$ cat src/rtl/bp_pkg.sv
package bp_pkg;

  typedef enum logic {
    BR_FALL = 1'b0,
    BR_JUMP = 1'b1
  } br_dir_e;

  function automatic br_dir_e dir_of(input logic msb);
    return msb ? BR_JUMP : BR_FALL;
  endfunction

endpackage

$ cat src/rtl/bp_ghist.sv
module bp_ghist #(
  parameter int HIST_W = 2
) (
  input  logic              clk,
  input  logic              rst,
  input  logic              shift_en,
  input  logic              outcome,
  output logic [HIST_W-1:0] hist_o
);

  logic [HIST_W-1:0] hist_q;

  generate
    if (HIST_W == 1) begin : g_single
      always_ff @(posedge clk) begin
        if (rst)           hist_q <= '0;
        else if (shift_en) hist_q <= outcome;
      end
    end else begin : g_multi
      always_ff @(posedge clk) begin
        if (rst)           hist_q <= '0;
        else if (shift_en) hist_q <= {hist_q[HIST_W-2:0], outcome};
      end
    end
  endgenerate

  assign hist_o = hist_q;

endmodule

$ cat src/rtl/bp_sat_step.sv
module bp_sat_step #(
  parameter int CTR_W = 2
) (
  input  logic [CTR_W-1:0] cur,
  input  logic             up,
  output logic [CTR_W-1:0] nxt
);

  localparam logic [CTR_W-1:0] TOP = '1;
  localparam logic [CTR_W-1:0] BOT = '0;

  always_comb begin
    if (up) nxt = (cur == TOP) ? cur : cur + 1'b1;
    else    nxt = (cur == BOT) ? cur : cur - 1'b1;
  end

endmodule

$ cat src/rtl/bp_pattern_table.sv
module bp_pattern_table #(
  parameter int IDX_W  = 4,
  parameter int HIST_W = 2,
  parameter int CTR_W  = 2,
  localparam int SLOT_W = IDX_W + HIST_W,
  localparam int SLOTS  = 1 << SLOT_W
) (
  input  logic               clk,
  input  logic               rst,
  input  logic [IDX_W-1:0]   rd_idx,
  input  logic [HIST_W-1:0]  rd_way,
  output logic [CTR_W-1:0]   rd_ctr,
  input  logic               wr_en,
  input  logic [IDX_W-1:0]   wr_idx,
  input  logic [HIST_W-1:0]  wr_way,
  input  logic               wr_up,
  output logic [SLOTS*CTR_W-1:0] table_flat
);

  localparam logic [CTR_W-1:0] WEAK_FALL = {1'b0, {(CTR_W-1){1'b1}}};

  logic [CTR_W-1:0]  ctr_q [SLOTS];
  logic [SLOT_W-1:0] rd_slot;
  logic [SLOT_W-1:0] wr_slot;
  logic [CTR_W-1:0]  wr_cur;
  logic [CTR_W-1:0]  wr_nxt;

  assign rd_slot = {rd_idx, rd_way};
  assign wr_slot = {wr_idx, wr_way};
  assign rd_ctr  = ctr_q[rd_slot];
  assign wr_cur  = ctr_q[wr_slot];

  bp_sat_step #(.CTR_W(CTR_W)) u_step (
    .cur (wr_cur),
    .up  (wr_up),
    .nxt (wr_nxt)
  );

  always_ff @(posedge clk) begin
    if (rst) begin
      for (int s = 0; s < SLOTS; s++) ctr_q[s] <= WEAK_FALL;
    end else if (wr_en) begin
      ctr_q[wr_slot] <= wr_nxt;
    end
  end

  generate
    for (genvar g = 0; g < SLOTS; g++) begin : g_flat
      assign table_flat[g*CTR_W +: CTR_W] = ctr_q[g];
    end
  endgenerate

endmodule

$ cat src/rtl/corr_branch_predictor.sv
module corr_branch_predictor #(
  parameter int PC_W   = 32,
  parameter int IDX_W  = 4,
  parameter int HIST_W = 2,
  parameter int CTR_W  = 2
) (
  input  logic            clk,
  input  logic            rst,
  input  logic [PC_W-1:0] pred_pc,
  output logic            pred_taken,
  input  logic            upd_valid,
  input  logic [PC_W-1:0] upd_pc,
  input  logic            upd_taken
);
  import bp_pkg::*;

  localparam int SLOTS = 1 << (IDX_W + HIST_W);

  logic [HIST_W-1:0]      ghist;
  logic [CTR_W-1:0]       look_ctr;
  logic [SLOTS*CTR_W-1:0] table_flat;
  br_dir_e                look_dir;
  logic                   unused_hi;

  bp_ghist #(.HIST_W(HIST_W)) u_hist (
    .clk      (clk),
    .rst      (rst),
    .shift_en (upd_valid),
    .outcome  (upd_taken),
    .hist_o   (ghist)
  );

  bp_pattern_table #(
    .IDX_W  (IDX_W),
    .HIST_W (HIST_W),
    .CTR_W  (CTR_W)
  ) u_pht (
    .clk        (clk),
    .rst        (rst),
    .rd_idx     (pred_pc[IDX_W-1:0]),
    .rd_way     (ghist),
    .rd_ctr     (look_ctr),
    .wr_en      (upd_valid),
    .wr_idx     (upd_pc[IDX_W-1:0]),
    .wr_way     (ghist),
    .wr_up      (upd_taken),
    .table_flat (table_flat)
  );

  assign look_dir   = dir_of(look_ctr[CTR_W-1]);
  assign pred_taken = (look_dir == BR_JUMP);

  assign unused_hi = ^{pred_pc[PC_W-1:IDX_W], upd_pc[PC_W-1:IDX_W]};

endmodule

$ cat config.mk
export PLATFORM = sky130hd
export DESIGN_NAME = corr_branch_predictor
export DESIGN_NICKNAME = d
export VERILOG_FILES = /design/src/rtl/bp_pkg.sv /design/src/rtl/bp_ghist.sv /design/src/rtl/bp_sat_step.sv /design/src/rtl/bp_pattern_table.sv /design/src/rtl/corr_branch_predictor.sv
export SDC_FILE = /design/constraint.sdc
export NUM_CORES = 1
export LEC_CHECK = 0
export BUFFER_PORTS_ARGS = -buffer_cell sky130_fd_sc_hd__buf_2
export CORE_MARGIN = 5
export CORE_UTILIZATION = 45
export DETAILED_ROUTE_END_ITERATION = 8
export PLACE_DENSITY = 0.7
export SLEW_MARGIN = 40
export SYNTH_ARGS = -nofsm -noshare
export SYNTH_HDL_FRONTEND = slang
export SYNTH_SLANG_ARGS = --single-unit
$ cat constraint.sdc
create_clock -name clk -period 3.5 [get_ports clk]
set_input_delay 0.525 -clock clk [delete_from_list [all_inputs] [get_ports clk]]
set_output_delay 0.525 -clock clk [all_outputs]
set_load 0.02 [all_outputs]
=== Word level (Yosys, flattened, before mapping) ===
Memory sizes are Yosys's and may differ from the RTL's.
Index checks and enable logic that the tools add are counted.

* Memory bits (writable): 128
* Flip-flop bits (word level): 2
* Input port bits: 68
* Output and inout port bits: 1
* Memories kept: 1

{| class="wikitable"
|+ Memory list
! memory !! depth !! bits a word !! read ports !! clocked after memory_dff !! write ports !! RTL line !! source
|-
| u_pht.ctr_q || 64 || 2 || 2 || 0 || 64 || bp_pattern_table.sv:22 || <nowiki>logic [CTR_W-1:0] ctr_q [SLOTS];</nowiki>
|}

* Muxes and demuxes: 12
* Add/sub/neg operators: 2
* Eq/ne operators: 1
* Reduce and logical (&&, ||, !) cells: 2

{| class="wikitable"
|+ Operator list
! operator !! count
|-
| 2-bit two-way mux || 4
|-
| 1-bit two-way mux || 7
|-
| 6-bit two-way mux || 1
|-
| 2-bit by 1-bit adder with 2-bit output, second input constant || 1
|-
| 2-bit equality test, second input constant || 1
|-
| 2-bit zero test || 1
|-
| 2-bit OR reduction || 1
|-
| 2-bit by 1-bit subtractor with 2-bit output, second input constant || 1
|}

=== Depth between registers and ports, before layout ===
Gate-level depths: netlist of run 1.

* Depth in word-level cells: 5
* Depth in mapped cells: 12
* Gate-level depth less buffers: 7

=== By module ===
Synthesis of run 1 repeated with hierarchy kept, for this count alone.

* Cell total of the unflattened synthesis: 618
* Area total of the unflattened synthesis: 7463.4 µm²

{| class="wikitable"
|+ Modules (own cells, without submodules)
! module !! sequential area each (µm²) !! cells an instance !! instances !! area an instance (µm²)
|-
| bp_pattern_table || 3843.7 || 609 || 1 || 7369.6
|-
| bp_ghist || 40.0 || 6 || 1 || 67.6
|-
| bp_sat_step || 0.0 || 3 || 1 || 26.3
|}

=== Worst setup path after synthesis of run 1 ===
OpenSTA, ideal clock, no wires.

* Kind: flip-flop to output port
* From: register u_hist.hist_q[0] (netlist: u_hist.hist_o[0])
* To: output pred_taken
* Path slack: 0.460 ns
* Stages on the path, launching flop included: 8
* Data arrival time: 2.515 ns
* Data required time: 2.975 ns
* Cell sequence: dfxtp_1 buf_6 buf_6 buf_2 buf_2 mux4_2 mux4_2 mux4_2

* Cells in the longest elaborated chain, start to end: 2

{| class="wikitable"
|+ RTL lines
! what !! RTL line !! source
|-
| start: declaration || bp_ghist.sv:11 || <nowiki>logic [HIST_W-1:0] hist_q;</nowiki>
|-
| start signal: assignment || bp_ghist.sv:22 || <nowiki>else if (shift_en) hist_q <= {hist_q[HIST_W-2:0], outcome};</nowiki>
|-
| memory read 64 x 2 bit || n/a ||
|-
| 1-bit two-way mux || bp_pkg.sv:9 || <nowiki>return msb ? BR_JUMP : BR_FALL;</nowiki>
|-
| end: declaration || corr_branch_predictor.sv:10 || <nowiki>output logic pred_taken,</nowiki>
|}

Every way passes these cells.

=== Worst setup path after layout of run 1 ===
Ends and elaborated chain as after synthesis.

==> run summary, run 1 <==
CP required = 2.97 ns
Synth area leader = edfxtp_1
Routed Wire Length = 20900 um
Metal3 WL = 2430 um
CTS Buf Count = 17
Fin area = 0.00823 mm^2
Mean Syn Cell Area = 11.7 um^2
Slowest-stage cell, CP = mux4_2
R2R setup slack = 0.29 ns
Wire length on met2 = 9740 um
Pwr per Cell Area = 503 mW/mm^2
Core region area = 0.0158 mm^2
Reg-to-Reg Start = u_hist.hist_o[0]
Final hold viol count = 0
Tmin final = 3.42 ns
Fmax = 292 MHz
# H-tree levels = 4
Fraction of registers with async set/reset = 0%
Reg-to-reg critical path endpoint = u_pht.ctr_q[28][0]
Die W = 137 um
Setup CP Type = reg -> out
#FFs+latches synth = 130
TNS Setup = 0 ns
Number of synthesized flops with an enable pin = 128
Max IR drop VDD = 0.000354 V
Syn nets = 683
CP Data Arrival Time = 2.89 ns
Placer Congestion = 0.949
PnR worst setup slack = 0.0804 ns
Worst setup EP type = output pin
Initial DRT Pass Iterations = 6
RSZ-0062 raised after global routing = false
Largest net degree at the start of global routing = 68
Synth top cells by count = edfxtp_1, nand3_1, nor2_1
CP dominant cell by count = mux4_2
Hold WC Path Type = in -> reg
CTS tree = done
Initial DRC count = 1059
Cts hold-fix bufs = 0
Netlist cell types = 58
Worst Setup Start Kind = flop
Clk root buf = clkbuf_16
Site row count = 46
Worst Hold Path EP = u_hist.hist_o[0]
Synth Cell Area = 0.00722 mm^2
Hold Crit Start = upd_taken
Count of final setup violators = 0
Post-DR wirelength/cell = 24.4 um
Max-slew violations = 0
Max_cap viols = 0
Syn. warnings = 0
Die height = 137 um
Ranking of synthesized cells by area = edfxtp_1, mux4_2, nand3_1, nor3_1, a21o_1
Worst-path clk slew = 0.06 ns
Most frequent cell after synthesis = edfxtp_1
Final ANT Viol Nets = 0
Worst Hold Depth = 3
Crit-path cells = buf_12 > buf_4 > mux4_2 > mux4_2 > mux4_2 > buf_2
DR top layer = met4
Worst skew pair latency = 0.43 ns
N_diodes = 0
Leak Pwr = 2.68 nW
Total gr overflow = 0
# DRC = 0
Nets = 696
Vias in the first global route = 5400
Tightest Pin Transition = 0.776 ns
Slew HR = 48.2%
# clock sinks = 130
Vias = 5691
Period utilization = 97.7%
I/O pin cnt = 69
Status = completed
Pre-CTS setup slack = 0.239 ns
DR vias/cell = 6.64
Share of the synthesized area in the top cell type = 53.3%
Synthesis-to-layout area growth = 14.1%
Die Area = 0.0187 mm^2
Antenna violations before repair = 0
GR Util All Layers = 22.9%
Crit path max fanout = 17
M1 WL = 7540 um
First-pass GRT wire length = 31400 um
CP peak stage delay = 0.55 ns
Main synth FF type = edfxtp_1
IO buf count = 12
Synth Instances = 615
Starting density of the core = 45.6%
Seq/Total Area, Yosys = 53.8%
Fin Clk Skew = 0.00934 ns
Longest Clk Path Bufs = 2
Dpl hpwl = 13500 um
R2R cell count = 8
Layout cells sized above 1 = 23.7%
Placed Area = 0.00752 mm^2
-- state kept, by name (all words and copies together) (netlist names) --
name           cells
u_pht.ctr_q      128
u_hist.hist_o      2
-- cell usage in the layout (no fill, tap or decap), types with 9 or more instances in the layout --
master | Yosys | routed
nand2_1 | 39 | 39
mux4_2 | 26 | 26
o21bai_1 | 9 | 9
nor3_1 | 39 | 38
nand2b_1 | 30 | 30
nor4_1 | 9 | 9
mux2i_1 | 10 | 10
edfxtp_1 | 128 | 128
buf_4 | 6 | 49
nand3_1 | 65 | 65
nor2_1 | 45 | 45
buf_2 | 14 | 12
clkbuf_16 | 0 | 18
a21o_1 | 26 | 26
nand3b_1 | 12 | 12
a21oi_1 | 10 | 10
-- through the flow --
stage / instances / hold WS, ns / power (mW) / utilization [%]
2_1_floorplan: 615 / 0.672 / 2.14 / -
3_3_place_gp: 815 / 0.739 / 2.27 / 47.5
3_5_place_dp: 815 / 0.750 / 2.28 / 47.5
4_1_cts: 847 / 0.364 / 4.11 / 51.4
5_1_grt: 857 / 0.395 / 4.23 / 52.0
6_report: 857 / 0.371 / 4.14 / 52.0
-- what timing repair did --
action,4_1_cts,5_1_grt
buffers inserted,0,9
endpoints found under the setup margin,0,1
gates resized for setup,0,1
-- kinds of logic after synthesis --
group | count (synthesis) | share of synthesized area (%)
AO/OA/AOI/OAI | 87 | 9.47
adder cells (fa/ha/maj) | 2 | 0.295
flip-flops | 130 | 53.8
AND/OR/NAND/NOR | 277 | 19.9
multiplexers | 40 | 10.2
buffers and inverters | 79 | 6.33
-- area by class of cell --
cell class / instances / area (um^2)
Fill cell: 1323 / 7590
Multi-Input combinational cell: 406 / 2880
Inverter: 6 / 22.5
Clock inverter: 15 / 190
Timing Repair Buffer: 67 / 553
Tap cell: 216 / 270
Clock buffer: 17 / 425
Sequential cell: 130 / 3890
-- layer usage --
layer  GRT usage (%)  vias up
li1                -     2360
met1            29.1     2789
met2            36.1      448
met3            5.33       94
met4            12.9        0
met5               0        -
-- critical path: cells and delay by family (launching register included) --
kind,cells,cell delay [ns]
multiplexers,3,1.50
buffers and inverters,3,0.53
flip-flops,1,0.43
-- how the worst max path moves through the flow --
stage                               endpoint        startpoint  slack [ns]  depth (start not counted)
after floorplan                   pred_taken  u_hist.hist_o[0]        0.46                          7
after global placement    u_pht.ctr_q[59][0]         upd_pc[0]        0.26                         10
after detailed placement  u_pht.ctr_q[28][0]         upd_pc[0]        0.24                         10
after CTS                         pred_taken  u_hist.hist_o[1]        0.04                          5
after global routing              pred_taken  u_hist.hist_o[0]        0.03                          6
final                             pred_taken  u_hist.hist_o[0]        0.08                          6
-- report_power, final --
group | total (mW) | leakage, nW | internal, mW | switching, mW
logic | 0.515 | 1.26 | 0.196 | 0.319
registers | 1.76 | 1.12 | 1.74 | 0.0208
clock network | 1.87 | 0.290 | 1.18 | 0.688
No activity file was read; power rests on OpenSTA's default activity.
==> run 2, diff against run 1 <==
Settings changed: REMOVE_ABC_BUFFERS from default to 1.
==> run 2 against run 1 <==
Sequential share of layout area shrank 0.11 points. Non-clock buffer count unchanged. Cell count stayed put. Global-route usage increased by 0.25 points. Clock power up 5%. Highest routed layer unchanged.
==> run summary, run 2 (synthesis results as in run 1) <==
Placed Area = 0.00758 mm^2
Vias in the first global route = 5296
Clk root buf = clkbuf_16
Post-DR wirelength/cell = 24.2 um
Final core utilization = 52.2%
Count of final setup violators = 0
N_diodes = 0
Fin Clk Skew = 0.0121 ns
Initial DRC count = 933
Dpl hpwl = 14100 um
CP peak stage delay = 0.60 ns
Cts hold-fix bufs = 0
Total gr overflow = 0
Status = completed
CP required = 2.97 ns
DR vias/cell = 6.44
CTS Buf Count = 17
Vias = 5523
Die Area = 0.0187 mm^2
Period utilization = 97.6%
Final ANT Viol Nets = 0
Synthesis-to-layout area growth = 14.4%
First-pass GRT wire length = 31800 um
Die W = 137 um
Setup CP Type = reg -> out
Fillers = 1310
Nets = 696
GR Util All Layers = 23.2%
Slowest-stage cell, CP = mux4_2
Largest net degree at the start of global routing = 67
Overall power = 4.22 mW
Multi-input logic area = 0.00288 mm^2
Most frequent cells in the layout = edfxtp_1, nand3_1, buf_4
Max_cap viols = 0
Hold WC Path Type = in -> reg
IO buf count = 12
Worst setup EP type = output pin
Layout cells sized above 1 = 23.6%
Pre-CTS setup slack = 0.171 ns
Fmax = 293 MHz
Max IR drop VDD = 0.000301 V
# DRC = 0
Tmin final = 3.41 ns
Final hold viol count = 0
# H-tree levels = 4
Final non-filler cell total = 857
CP Data Arrival Time = 2.89 ns
Crit path max fanout = 26
Starting density of the core = 45.6%
Worst-path clk slew = 0.06 ns
Worst Setup Start Kind = flop
# clock sinks = 130
PnR worst setup slack = 0.0852 ns
Longest Clk Path Bufs = 2
CP dominant cell by count = mux4_2
Site row count = 46
RSZ-0062 raised after global routing = false
Tightest Pin Transition = 0.838 ns
Worst skew pair latency = 0.43 ns
Cells after DPL = 821
Initial DRT Pass Iterations = 6
Largest register FFs = 128
Most common cell after layout, fill and taps aside = edfxtp_1
Core region area = 0.0158 mm^2
CTS tree = done
Placer Congestion = 0.986
Pwr per Cell Area = 511 mW/mm^2
Leak Pwr = 2.69 nW
Routed Wire Length = 20800 um
Max-slew violations = 0
Reg area = 0.00389 mm^2
Die height = 137 um
Crit-path cells = buf_12 > mux4_2 > mux4_2 > mux4_2 > buf_2
Fin area = 0.00826 mm^2
Slew HR = 44.2%
Antenna violations before repair = 0
TNS Setup = 0 ns
Most flop-heavy register = u_pht.ctr_q
I/O pin cnt = 69
Hold Slack = 0.359 ns
-- run 2: area by class of cell --
class	instances	area share [%]
Clock buffer	18	5.20
Clock inverter	14	2.58
Inverter	6	0.273
Multi-Input combinational cell	406	34.9
Sequential cell	130	47.1
Tap cell	216	3.27
Timing Repair Buffer	67	6.64
-- run 2: worst max-delay path, delay by kind of cell (launching register included) --
kind	cells	cell delay [ns]
buffers and inverters	2	0.41
DFF	1	0.48
muxes	3	1.55
-- run 2: path summary, 6_finish.rpt --
path,to,from,slack [ns],cells past startpoint
hold reg to reg,u_hist.hist_o[0],u_hist.hist_o[0],0.65,2
setup / recovery,pred_taken,u_hist.hist_o[0],0.09,5
hold / removal,u_hist.hist_o[0],upd_taken,0.36,3
setup reg to reg,u_pht.ctr_q[23][1],u_hist.hist_o[0],0.35,9
-- run 2: repair_timing --
item                                    4_1_cts  5_1_grt
cloned                                        0        0
buffers inserted                              0        4
resized for setup                             1        1
endpoints found under the setup margin        1        1
-- run 2: routing by layer --
| layer | track usage, % | vias to the layer above | routed length (um) |
|---|---|---|---|
| met5 | 0 | - | 0 |
| met4 | 11.9 | 0 | 994 |
| met3 | 4.93 | 71 | 2270 |
| met2 | 35.8 | 402 | 9780 |
| met1 | 30.9 | 2698 | 7710 |
| li1 | - | 2352 | - |
-- run 2: power breakdown --
part / total (mW) / internal (mW) / switching, mW
Combinational: 0.504 / 0.192 / 0.313
Clock: 1.96 / 1.26 / 0.697
Sequential: 1.76 / 1.74 / 0.0233
==> run 3, diff against run 2 <==
Settings changed: ABC_AREA from default to 1.
==> run 3 against run 2 <==
Cell count up 35%. Count of clock-buffer cells in the layout increased by 8. Synthesized cell count grew 52%. Highest routed layer unchanged. Utilization is 2.0 points lower. Via count is 6.4% higher. Non-clock buffer count down 44. Register-to-register slack better by 0.48 ns. Global-route usage decreased by 3.1 points. Clock power decreased by 13%.
==> run summary, run 3 <==
Seq/Total Area, Yosys = 53.5%
Die height = 137 um
RSZ-0062 raised after global routing = false
# clock sinks = 130
Internal Power = 2.95 mW
Crit path max fanout = 69
Cells after DPL = 1121
CTS Buf Count = 17
Core region area = 0.0158 mm^2
# H-tree levels = 4
Period utilization = 89.1%
Worst skew pair latency = 0.43 ns
Largest register FFs = 128
Most common cell after layout, fill and taps aside = nand2_1
Cts hold-fix bufs = 0
Final non-filler cell total = 1153
P_sw = 1.03 mW
Synthesis-to-layout area growth = 9.52%
Antenna violations before repair = 0
Number of synthesized flops with an enable pin = 128
Clk root buf = clkbuf_16
Initial DRC count = 545
N_diodes = 0
Comb power frac = 13.0%
Worst setup EP type = output pin
Fraction of registers with async set/reset = 0%
Most frequent cells in the layout = nand2_1, edfxtp_1, inv_1
Vias = 5877
Tightest Pin Transition = 0.738 ns
Slew HR = 50.7%
Vias in the first global route = 5656
PostCTS Resize Cnt = 0
#FFs+latches synth = 130
Site row count = 46
Nets = 992
Synth top cells by count = nand2_1, edfxtp_1, inv_1
Synth area leader = edfxtp_1
Netlist cell types = 22
Share of the synthesized area in the top cell type = 53.0%
Placer Congestion = 0.858
Switching share of power = 25.8%
Post-CTS setup buffers = 0
CTS tree = done
GR Util All Layers = 20.0%
Main synth FF type = edfxtp_1
Die Area = 0.0188 mm^2
Pwr per Cell Area = 500 mW/mm^2
Overall power = 3.97 mW
Max-slew violations = 0
Fin Clk Skew = 0.00746 ns
Synth Cell Area = 0.00725 mm^2
Setup CP Type = reg -> out
CP required = 2.97 ns
Status = completed
CP Data Arrival Time = 2.59 ns
Syn. warnings = 0
Leak Pwr = 3.07 nW
Ranking of synthesized cells by area = edfxtp_1, nand2_1, inv_1, a21oi_1, nor2_1
I/O pin cnt = 69
Final hold viol count = 0
Hold Slack = 0.334 ns
Hold WC Path Type = in -> reg
Count of final setup violators = 0
First-pass GRT wire length = 28200 um
Total gr overflow = 0
# DRC = 0
Longest Clk Path Bufs = 2
Post-DR wirelength/cell = 15.2 um
Clk pwr share = 42.9%
Worst Setup Start Kind = flop
IO buf count = 12
Most frequent cell after synthesis = nand2_1
Die W = 137 um
Pre-CTS setup slack = 0.834 ns
Max_cap viols = 0
PnR worst setup slack = 0.381 ns
DR vias/cell = 5.10
Dpl hpwl = 10700 um
Most flop-heavy register = u_pht.ctr_q
Final ANT Viol Nets = 0
Worst-path clk slew = 0.05 ns
Largest net degree at the start of global routing = 70
Mean Syn Cell Area = 7.77 um^2
Fmax = 321 MHz
Tmin final = 3.12 ns
Flop pwr share = 44.1%
Synth Instances = 933
Layout cells sized above 1 = 6.62%
Starting density of the core = 45.8%
Max IR drop VDD = 0.000266 V
Initial DRT Pass Iterations = 5
Routed Wire Length = 17600 um
==> run 3: cell types whose count changed in the layout (fill, tap and decap cells not counted), moves of 9 or more <==
cell,change
inv_1,+89
mux2i_1,-10
nand3b_1,-12
nand2_1,+391
a21o_1,-26
nor4_1,-9
nand3_1,-15
nor3_1,-34
a21oi_1,+60
mux4_2,-26
buf_4,-42
o21bai_1,-9
nand2b_1,-30
nor2_1,+39
==> run 3: path summary, 6_finish.rpt <==
kind,cells after the start,slack [ns],start,to
hold / removal,2,0.33,upd_valid,u_hist.hist_o[0]
setup reg to reg,14,0.83,u_hist.hist_o[0],u_pht.ctr_q[17][0]
hold reg to reg,3,0.91,u_hist.hist_o[1],u_hist.hist_o[1]
setup / recovery,10,0.38,u_hist.hist_o[0],pred_taken
==> run 3: power by group through the flow <==
| stage | Clock (mW) | Sequential, mW | Combinational (mW) |
|---|---|---|---|
| floorplan | 0 | 1.79 | 0.306 |
| global placement | 0 | 1.78 | 0.504 |
| detailed placement | 0 | 1.78 | 0.510 |
| CTS | 1.71 | 1.75 | 0.512 |
| global route | 1.77 | 1.75 | 0.569 |
| finish | 1.71 | 1.75 | 0.515 |
==> run 3: layout make-up <==
cell class / count / area (um^2)
fill: 1520 / 7880
sequential: 130 / 3880
multi-input combinational: 653 / 2660
clock buffer: 26 / 479
inverter: 99 / 374
tap: 216 / 270
timing repair buffer: 23 / 193
clock inverter: 6 / 82.6
==> run 3: metrics by stage <==
step | setup TNS (ns) | utilization, % | cell area [um^2]
3_5_place_dp | 0 | 46.6 | 7380
2_1_floorplan | -7.21 | - | 6920
3_3_place_gp | 0 | 46.6 | 7380
6_report | 0 | 50.2 | 7940
4_1_cts | 0 | 50.2 | 7940
5_1_grt | 0 | 50.2 | 7940
==> run 3: critical path, cell delays in order, from the launching register on <==
cell	delay, ns
dfxtp_2	0.37
inv_4	0.53
nand2_1	0.11
nand3_1	0.11
nand2_1	0.14
nand2_1	0.09
nand3_1	0.07
nand2_1	0.07
nor2_1	0.04
o31ai_1	0.39
buf_2	0.25
==> run 3: cell families after synthesis <==
logic type,count (synthesis),share of synthesized area [%]
and+or+nand+nor,580,31.6
AOI/OAI and AO/OA,73,5.07
buffers and inverters,150,9.78
DFF,130,53.5
==> run 3: layer usage <==
metal  global-route usage [%]  share of wire [%]  up-vias
met5                        0                  0        -
met4                     8.31                2.5        0
met3                     3.93                7.4       32
met2                     34.3                 50      204
met1                     24.7                 40     2711
li1                         -                  -     2930
